## src/rtl/sramc_pkg.sv

```systemverilog
package sramc_pkg;

  typedef enum logic [1:0] {
    LIM_AA, LIM_WP, LIM_AW, LIM_DW
  } lim_a_e;

  typedef enum logic [2:0] {
    ST_IDLE, ST_WDIS, ST_WPUL, ST_WHLD, ST_RD
  } seq_st_e;

  // Nanosecond limits per grade; fast grade first argument
  function automatic int grade_ns(input bit fast, input int which);
    int v;
    case (which)
      0: v = fast ? 55 : 70;  // address access
      1: v = fast ? 40 : 50;  // write pulse
      2: v = fast ? 50 : 60;  // address to write-enable rise
      3: v = fast ? 25 : 30;  // data to write-enable rise
      4: v = fast ? 20 : 25;  // output disable
      default: v = fast ? 55 : 70;  // cycle time
    endcase
    return v;
  endfunction

  function automatic int ns2cyc(input int ns, input int clk_ns);
    int c;
    c = (ns + clk_ns - 1) / clk_ns;
    return (c < 1) ? 1 : c;
  endfunction

  function automatic int imax(input int a, input int b);
    return (a > b) ? a : b;
  endfunction

endpackage

```

## src/rtl/sramc_pwrup.sv

```systemverilog
module sramc_pwrup #(
  parameter int CLK_NS = 20,
  parameter int REC_NS = 5_000_000
) (
  input  logic clk,
  input  logic rst_n,
  output logic rec_done
);
  import sramc_pkg::*;

  localparam int REC_C = ns2cyc(REC_NS, CLK_NS);
  localparam int RW    = $clog2(REC_C + 1);

  logic [RW-1:0] cnt_q;

  always_ff @(posedge clk or negedge rst_n) begin
    if (!rst_n) cnt_q <= '0;
    else if (cnt_q != RW'(REC_C)) cnt_q <= cnt_q + 1'b1;
  end

  assign rec_done = (cnt_q == RW'(REC_C));

endmodule

```

## src/rtl/sramc_seq.sv

```systemverilog
module sramc_seq #(
  parameter int CLK_NS = 20,
  parameter bit FAST   = 1'b1,
  parameter int AW     = 19,
  parameter int DW     = 8
) (
  input  logic          clk,
  input  logic          rst_n,
  input  logic          enable,
  input  logic          req_valid,
  output logic          req_ready,
  input  logic          req_we,
  input  logic [AW-1:0] req_addr,
  input  logic [DW-1:0] req_wdata,
  output logic [AW-1:0] mem_addr,
  output logic          mem_cs_n,
  output logic          mem_we_n,
  output logic          mem_oe_n,
  output logic [DW-1:0] mem_dq_out,
  output logic          mem_dq_oe,
  output logic          cap
);
  import sramc_pkg::*;

  localparam int AA_C  = ns2cyc(grade_ns(FAST, 0), CLK_NS);
  localparam int WP_C  = ns2cyc(grade_ns(FAST, 1), CLK_NS);
  localparam int AWH_C = ns2cyc(grade_ns(FAST, 2), CLK_NS);
  localparam int DS_C  = ns2cyc(grade_ns(FAST, 3), CLK_NS);
  localparam int OD_C  = ns2cyc(grade_ns(FAST, 4), CLK_NS);
  localparam int CY_C  = ns2cyc(grade_ns(FAST, 5), CLK_NS);
  localparam int PUL_C = imax(imax(WP_C, DS_C), imax(imax(AWH_C - OD_C, CY_C - OD_C - 1), 1));
  localparam int RD_C  = imax(AA_C, CY_C);
  localparam int CW    = $clog2(imax(imax(PUL_C, RD_C), OD_C) + 1);

  seq_st_e       st_q;
  logic [CW-1:0] cnt_q;
  logic          last;

  assign last      = (cnt_q == '0);
  assign req_ready = enable && (st_q == ST_IDLE);
  assign cap       = (st_q == ST_RD) && last;

  always_ff @(posedge clk or negedge rst_n) begin
    if (!rst_n) begin
      st_q       <= ST_IDLE;
      cnt_q      <= '0;
      mem_addr   <= '0;
      mem_dq_out <= '0;
      mem_cs_n   <= 1'b1;
      mem_we_n   <= 1'b1;
      mem_oe_n   <= 1'b1;
      mem_dq_oe  <= 1'b0;
    end else begin
      case (st_q)
        ST_IDLE: if (req_ready && req_valid) begin
          mem_addr   <= req_addr;
          mem_dq_out <= req_wdata;
          mem_cs_n   <= 1'b0;
          if (req_we) begin
            st_q  <= ST_WDIS;
            cnt_q <= CW'(OD_C - 1);
          end else begin
            st_q     <= ST_RD;
            cnt_q    <= CW'(RD_C - 1);
            mem_oe_n <= 1'b0;
          end
        end
        ST_WDIS: if (last) begin
          st_q      <= ST_WPUL;
          cnt_q     <= CW'(PUL_C - 1);
          mem_we_n  <= 1'b0;
          mem_dq_oe <= 1'b1;
        end else cnt_q <= cnt_q - 1'b1;
        ST_WPUL: if (last) begin
          st_q     <= ST_WHLD;
          mem_we_n <= 1'b1;
        end else cnt_q <= cnt_q - 1'b1;
        ST_WHLD: begin
          st_q      <= ST_IDLE;
          mem_cs_n  <= 1'b1;
          mem_dq_oe <= 1'b0;
        end
        ST_RD: if (last) begin
          st_q     <= ST_IDLE;
          mem_cs_n <= 1'b1;
          mem_oe_n <= 1'b1;
        end else cnt_q <= cnt_q - 1'b1;
        default: st_q <= ST_IDLE;
      endcase
    end
  end


  quiet_idle_chk: assert property (@(posedge clk) disable iff (!rst_n)
    mem_cs_n |-> (mem_we_n && mem_oe_n && !mem_dq_oe));


  pulse_stable_chk: assert property (@(posedge clk) disable iff (!rst_n)
    (!mem_we_n && $past(!mem_we_n)) |-> ($stable(mem_addr) && $stable(mem_dq_out) && mem_dq_oe));


  hold_after_rise_chk: assert property (@(posedge clk) disable iff (!rst_n)
    $rose(mem_we_n) |-> (mem_dq_oe && !mem_cs_n));


  busy_after_accept_chk: assert property (@(posedge clk) disable iff (!rst_n)
    (req_valid && req_ready) |=> !req_ready);

endmodule

```

## src/rtl/sramc_rdcap.sv

```systemverilog
module sramc_rdcap #(
  parameter int DW = 8
) (
  input  logic          clk,
  input  logic          rst_n,
  input  logic          cap,
  input  logic [DW-1:0] dq_in,
  output logic          rsp_valid,
  output logic [DW-1:0] rsp_data
);

  always_ff @(posedge clk or negedge rst_n) begin
    if (!rst_n) begin
      rsp_valid <= 1'b0;
      rsp_data  <= '0;
    end else begin
      rsp_valid <= cap;
      if (cap) rsp_data <= dq_in;
    end
  end


  single_pulse_chk: assert property (@(posedge clk) disable iff (!rst_n)
    rsp_valid |=> !rsp_valid);

endmodule

```

## src/rtl/sramc_top.sv

```systemverilog
module sramc_top #(
  parameter int CLK_NS     = 20,
  parameter bit FAST_GRADE = 1'b1,
  parameter int REC_NS     = 5_000_000,
  parameter int ADDR_W     = 19,
  parameter int DATA_W     = 8
) (
  input  logic              clk,
  input  logic              rst_n,
  input  logic              req_valid,
  output logic              req_ready,
  input  logic              req_we,
  input  logic [ADDR_W-1:0] req_addr,
  input  logic [DATA_W-1:0] req_wdata,
  output logic              rsp_valid,
  output logic [DATA_W-1:0] rsp_data,
  output logic [ADDR_W-1:0] mem_addr,
  output logic              mem_cs_n,
  output logic              mem_we_n,
  output logic              mem_oe_n,
  output logic [DATA_W-1:0] mem_dq_out,
  output logic              mem_dq_oe,
  input  logic [DATA_W-1:0] mem_dq_in
);

  logic rec_done;
  logic cap;

  sramc_pwrup #(.CLK_NS(CLK_NS), .REC_NS(REC_NS)) u_pwrup (
    .clk(clk), .rst_n(rst_n), .rec_done(rec_done)
  );

  sramc_seq #(.CLK_NS(CLK_NS), .FAST(FAST_GRADE), .AW(ADDR_W), .DW(DATA_W)) u_seq (
    .clk(clk), .rst_n(rst_n), .enable(rec_done),
    .req_valid(req_valid), .req_ready(req_ready), .req_we(req_we),
    .req_addr(req_addr), .req_wdata(req_wdata),
    .mem_addr(mem_addr), .mem_cs_n(mem_cs_n), .mem_we_n(mem_we_n),
    .mem_oe_n(mem_oe_n), .mem_dq_out(mem_dq_out), .mem_dq_oe(mem_dq_oe),
    .cap(cap)
  );

  sramc_rdcap #(.DW(DATA_W)) u_rdcap (
    .clk(clk), .rst_n(rst_n), .cap(cap), .dq_in(mem_dq_in),
    .rsp_valid(rsp_valid), .rsp_data(rsp_data)
  );


  no_contention_chk: assert property (@(posedge clk) disable iff (!rst_n)
    !(mem_dq_oe && !mem_oe_n));


  recovery_lock_chk: assert property (@(posedge clk) disable iff (!rst_n)
    !rec_done |-> (mem_cs_n && !req_ready));

endmodule

```

## config.mk

```make
export PLATFORM = sky130hd
export DESIGN_NAME = sramc_top
export DESIGN_NICKNAME = d
export VERILOG_FILES = /design/src/rtl/sramc_pkg.sv /design/src/rtl/sramc_pwrup.sv /design/src/rtl/sramc_seq.sv /design/src/rtl/sramc_rdcap.sv /design/src/rtl/sramc_top.sv
export SDC_FILE = /design/constraint.sdc
export NUM_CORES = 1
export LEC_CHECK = 0
export ABC_AREA = 1
export BUFFER_PORTS_ARGS = -buffer_cell sky130_fd_sc_hd__buf_2
export CAP_MARGIN = 40
export CORE_ASPECT_RATIO = 0.7
export CORE_MARGIN = 5
export CORE_UTILIZATION = 56
export DETAILED_ROUTE_END_ITERATION = 7
export PLACE_DENSITY = 0.84
export SYNTH_ARGS = -nofsm -noshare
export SYNTH_HDL_FRONTEND = slang
export SYNTH_SLANG_ARGS = --single-unit
```

## constraint.sdc

```tcl
create_clock -name clk -period 4 [get_ports clk]
set_input_delay 0.4 -clock clk [delete_from_list [all_inputs] [get_ports clk]]
set_output_delay 0.4 -clock clk [all_outputs]
set_load 0.01 [all_outputs]
```

# [After elaboration in Yosys (flattened, before gate mapping)]
# Cells that the tools add are included.
[totals] word_cells=63 regBits=63
[op_classes] mux=20 reduce_logical=18 addsub=2 n_eq_ne=12
[ops] op="$add A18 B1 Y18 const B" count=1
[ops] op="$eq A18 B18 Y1 const B" count=1
[ops] op="$ne A18 B18 Y1 const B" count=1
[ops] op="$mux W3" count=5
[ops] op="$pmux W3 S4" count=1
[ops] op="$reduce_and A3 Y1" count=3
[ops] op="$mux W2" count=4
[ops] op="$reduce_and A4 Y1" count=2
[ops] op="$eq A3 B2 Y1 const B" count=2
[ops] op="$ne A2 B1 Y1 const B" count=3
[ops] op="$ne A2 B2 Y1 const B" count=3
[ops] op="$pmux W1 S2" count=3
[ops] op="$pmux W2 S3" count=1
[ops] op="$reduce_bool A2 Y1" count=3
[ops] op="$reduce_bool A3 Y1" count=2
[ops] op="$mux W1" count=5
[ops] op="$reduce_and A2 Y1" count=2
[ops] op="$eq A3 B1 Y1 const B" count=1
[ops] op="$eq A3 B3 Y1 const B" count=1
[ops] op="$logic_and A1 B1 Y1" count=3
[ops] op="$logic_not A3 Y1" count=1
[ops] op="$pmux W1 S3" count=1
[ops] op="$logic_not A2 Y1" count=1
[ops] op="$reduce_or A2 Y1" count=1
[ops] op="$sub A2 B1 Y2 const B" count=1

# [Longest topological paths before layout]
[logic_depth] depth_word=5 ltp_mapped=12 ltp_nobuf=11

# [Modules after synthesis]
# A second synthesis with hierarchy kept.
[hier_totals] cells_unflattened=381 area_unflattened_um2=3166.8
[modules_own_cells] mod="sramc_seq" instances=1 area_each_um2=1689.1 cells_per_inst=197
[modules_own_cells] mod="sramc_pwrup" instances=1 area_each_um2=1147.4 cells_per_inst=149
[modules_own_cells] mod="sramc_rdcap" instances=1 area_each_um2=330.3 cells_per_inst=35

# [Worst setup path after synthesis]
# Ideal clock, no wire load.
[synth_path] path_type="register to output" start="reg u_pwrup.cnt_q[0]" end="out req_ready" arrival_time_ns=1.372 path_buffers=2 stages_incl_launch_ff=11 required_time_ns=3.600 path_slack_ns=2.228 path_cell_list="dfrtp_1 inv_1 ha_1 nand2_1 clkinv_1 nand2_1 nor2_2 inv_2 nor3_4 buf_6 buf_8"
[synth_via] elab_chain_cells=2
[synth_rtl] element="start: declaration" line_no="sramc_pwrup.sv:14" text="logic [RW-1:0] cnt_q;"
[synth_rtl] element="start signal: assignment" line_no="sramc_pwrup.sv:18" text="else if (cnt_q != RW'(REC_C)) cnt_q <= cnt_q + 1'b1;"
[synth_rtl] element="$eq A18 B18 Y1" line_no="sramc_pwrup.sv:21" text="assign rec_done = (cnt_q == RW'(REC_C));"
[synth_rtl] element="$logic_and A1 B1 Y1" line_no="sramc_seq.sv:40" text="assign req_ready = enable && (st_q == ST_IDLE);"
[synth_rtl] element="end: declaration" line_no="sramc_top.sv:11" text="output logic req_ready,"
# Every way passes these cells.

# [Final worst setup path]
# Same ends and word-level chain as after synthesis.

==> metrics.md <==
| Metric | Value |
|---|---|
| CTS Sinks | `63` |
| Synth warn | `0` |
| Nets | `453` |
| CTS tree | `done` |
| Slew HR | `50.1%` |
| DRC viols | `0` |
| FF-to-FF setup slack | `1.59 ns` |
| Syn avg cell area | `9.10 um2` |
| Final Hold Fails | `0` |
| Number of synthesized register bits | `63` |
| # Post-CTS Setup Buffers | `0` |
| Initial Utilization | `57.0%` |
| Final core occ | `70.2%` |
| Most frequent cells in the layout | `120 x nand2_1, 79 x buf_2, 60 x dfrtp_1` |
| Vias per inst | `5.04` |
| Proportion of layout cells with a drive suffix above 1 | `32.5%` |
| Worst Setup EP | `req_ready` |
| Syn Std Cell Area | `2950 um2` |
| Hold buffer count at CTS | `1` |
| Critical Path AT | `2.13 ns` |
| Hold depth | `3` |
| Number of buffers added on ports | `79` |
| First-pass DRT Iterations | `4` |
| Share of power burned in the clock network | `47.0%` |
| Commonest non-fill, non-tap cell in the layout | `nand2_1` |
| Max-cap viol count | `0` |
| # resized after CTS | `0` |
| Pre-CTS setup slack | `1.61 ns` |
| Achievable frequency | `395 MHz` |
| Reg power frac | `49.6%` |
| First-pass GRT wire length | `11.6 mm` |
| H-Tree Depth | `3` |
| Via count | `2456` |
| Power Density | `354 nW/um2` |
| Antenna Cells | `0` |
| Sequential fraction of the synthesis area | `53.6%` |
| Initial antenna violation count | `0` |
| Worst R2R End | `u_seq.mem_dq_out[4]` |
| GR Util All Layers | `20.6%` |
| Post-DRT Antenna Nets | `0` |
| Root Driver | `clkbuf_8` |
| Die footprint | `6840 um2` |
| GRT overflow | `0` |
| Final Cycle Share | `63.3%` |
| Worst reg2reg path depth | `11` |
| Post-Route WL | `6.59 mm` |
| Worst-Margin Slew | `0.749 ns` |
| DRT iter0 DRCs | `192` |
| Fillcell total | `426` |
| Die Wd | `96.7 um` |
| Crit-path max FO | `13` |
| Fin Setup TNS | `0 ns` |
| Switching power | `0.000278 W` |
| Critical Path RT | `3.60 ns` |
| Syn Nets | `367` |
| Worst r2r src | `u_pwrup.cnt_q[0]` |
| Final WS setup | `1.47 ns` |
| Post-Syn Instances | `324` |
| # setup viols final | `0` |
| Die height | `70.7 um` |
| Area delta synth->final | `23.2%` |
| Min cycle time layout | `2.53 ns` |
| Placed cells | `470` |
| CP startpoint | `u_pwrup.cnt_q[0]` |
| Synth unique cells | `30` |
| # IOs | `80` |
| Clk_lat worst skew | `0.34 ns` |
| Gate power share | `3.4%` |
| Core box area | `5170 um2` |
| Rows | `22` |
| CTS clk-pin slew, worst paths | `0.07 ns` |
| Largest net degree at the start of global routing | `38` |
| CP startpoint kind | `register` |
| Switching Share | `21.7%` |
| Count of final max-slew check failures | `0` |
| Clock skew | `0.00858 ns` |
| LEAKAGE | `1.93 nW` |
| Vias in the first global route | `2484` |
| Inserted Clock Buffers | `9` |
| Pint | `0.00101 W` |
| Status | `completed` |
| Max Root-Sink Buffers | `2` |
| Final instance count without filler cells | `487` |
| HPWL Detailed | `4.81 mm` |
| Placer Congestion | `0.841` |
| Worst Setup Path Type | `reg2out` |
| Routed WL per cell | `13.5 um` |
| Crit end category | `output port` |
| RSZ-0062 raised after global routing | `false` |
| Tightest Hold Check Type | `in2reg` |
| VDD IR max | `233 uV` |
==> layout make-up <==
cell class | count | area, um2 | share of cell area, %
inverters | 28 | 105 | 2.89
well taps | 72 | 90.1 | 2.48
multi-input cells | 225 | 1190 | 32.9
clock inverters | 7 | 96.3 | 2.65
repair buffers | 83 | 440 | 12.1
flip-flops and latches | 63 | 1580 | 43.5
clock buffers | 9 | 124 | 3.41
==> cell usage after synthesis <==
| cell | count | area (um2) |
|---|---|---|
| nand2_1 | 120 | 450 |
| dfrtp_1 | 60 | 1500 |
| nand3_1 | 20 | 100 |
| nand3_2 | 19 | 190 |
| inv_1 | 18 | 67.6 |
| nor2_1 | 13 | 48.8 |
| xor2_1 | 11 | 96.3 |
| inv_2 | 8 | 30.0 |
| o21ai_0 | 8 | 40.0 |
| nor4_1 | 5 | 31.3 |
| xnor2_1 | 5 | 43.8 |
| ha_1 | 4 | 50.1 |
| nor3_1 | 4 | 20.0 |
| a21oi_1 | 3 | 15.0 |
| buf_2 | 3 | 15.0 |
| dfstp_2 | 3 | 78.8 |
| nand4_1 | 3 | 18.8 |
| nor3_2 | 3 | 30.0 |
| buf_8 | 2 | 30.0 |
| clkinv_1 | 2 | 7.51 |
| a22oi_1 | 1 | 7.51 |
| buf_4 | 1 | 7.51 |
| buf_6 | 1 | 11.3 |
| clkbuf_1 | 1 | 3.75 |
| nand2_2 | 1 | 6.26 |
| nand3b_2 | 1 | 11.3 |
| nor2_2 | 1 | 6.26 |
| nor3_4 | 1 | 16.3 |
| o21ai_1 | 1 | 5.00 |
| o21bai_1 | 1 | 7.51 |
==> worst min path at each step <==
stage	slack (ns)	start	to
floorplan	0.10	rst_n	u_pwrup.cnt_q[0]
global placement	0.45	u_seq.mem_dq_out[2]	u_seq.mem_dq_out[2]
detailed placement	0.23	rst_n	u_pwrup.cnt_q[7]
CTS	0.25	mem_dq_in[6]	u_rdcap.rsp_data[6]
global route	0.25	mem_dq_in[5]	u_rdcap.rsp_data[5]
finish	0.26	mem_dq_in[6]	u_rdcap.rsp_data[6]
==> routing by layer <==
metal | vias to the layer above | global-route usage, % | part of all wire [%]
li1 | 1200 | - | -
met1 | 1156 | 28.1 | 47
met2 | 90 | 31.3 | 43
met3 | 10 | 7.19 | 8.5
met4 | 0 | 5.92 | 1.1
met5 | - | 0 | 0
==> worst max-delay path: stages, from the launching register on <==
cell and delay, ns:
dfrtp_1 0.44, inv_1 0.09, ha_1 0.15, nand2_1 0.05, clkinv_1 0.04, nand2_1 0.05
nor2_2 0.12, inv_2 0.07, nor3_4 0.54, buf_2 0.25
==> state kept, by name (all words and copies together) (netlist names), 2 cells and up <==
name              flops
u_seq.mem_addr       19
u_pwrup.cnt_q        18
u_rdcap.rsp_data      8
u_seq.mem_dq_out      8
u_seq.st_q            3
u_seq.cnt_q           2
==> through the flow <==
step                      instance area, um2  hold WS (ns)  power, W
after CTS                               3630         0.247   0.00130
after detailed placement                3400         0.226  0.000693
final                                   3630         0.258   0.00128
after global placement                  3380         0.450  0.000691
after global routing                    3630         0.251   0.00134
after floorplan                         2950         0.104  0.000656
==> cells by family (layout without fill, tap and decap cells) <==
family | after synthesis | in the layout | share of synthesized area [%]
DFF | 63 | 63 | 53.6
adders and majority gates | 4 | 4 | 1.70
xor gates and xnor gates | 16 | 16 | 4.75
and+or+nand+nor | 191 | 191 | 31.5
buffers and inverters | 36 | 127 | 5.86
AOI/OAI and AO/OA | 14 | 14 | 2.55
==> power groups by stage <==
stage / clock, W / combinational (W) / sequential [W]
2_1_floorplan: 0 / 0.00000721 / 0.000649
3_3_place_gp: 0 / 0.0000419 / 0.000649
3_5_place_dp: 0 / 0.0000444 / 0.000649
4_1_cts: 0.000618 / 0.0000453 / 0.000637
5_1_grt: 0.000649 / 0.0000503 / 0.000636
6_report: 0.000603 / 0.0000441 / 0.000637
No activity file was read; power rests on OpenSTA's default activity.
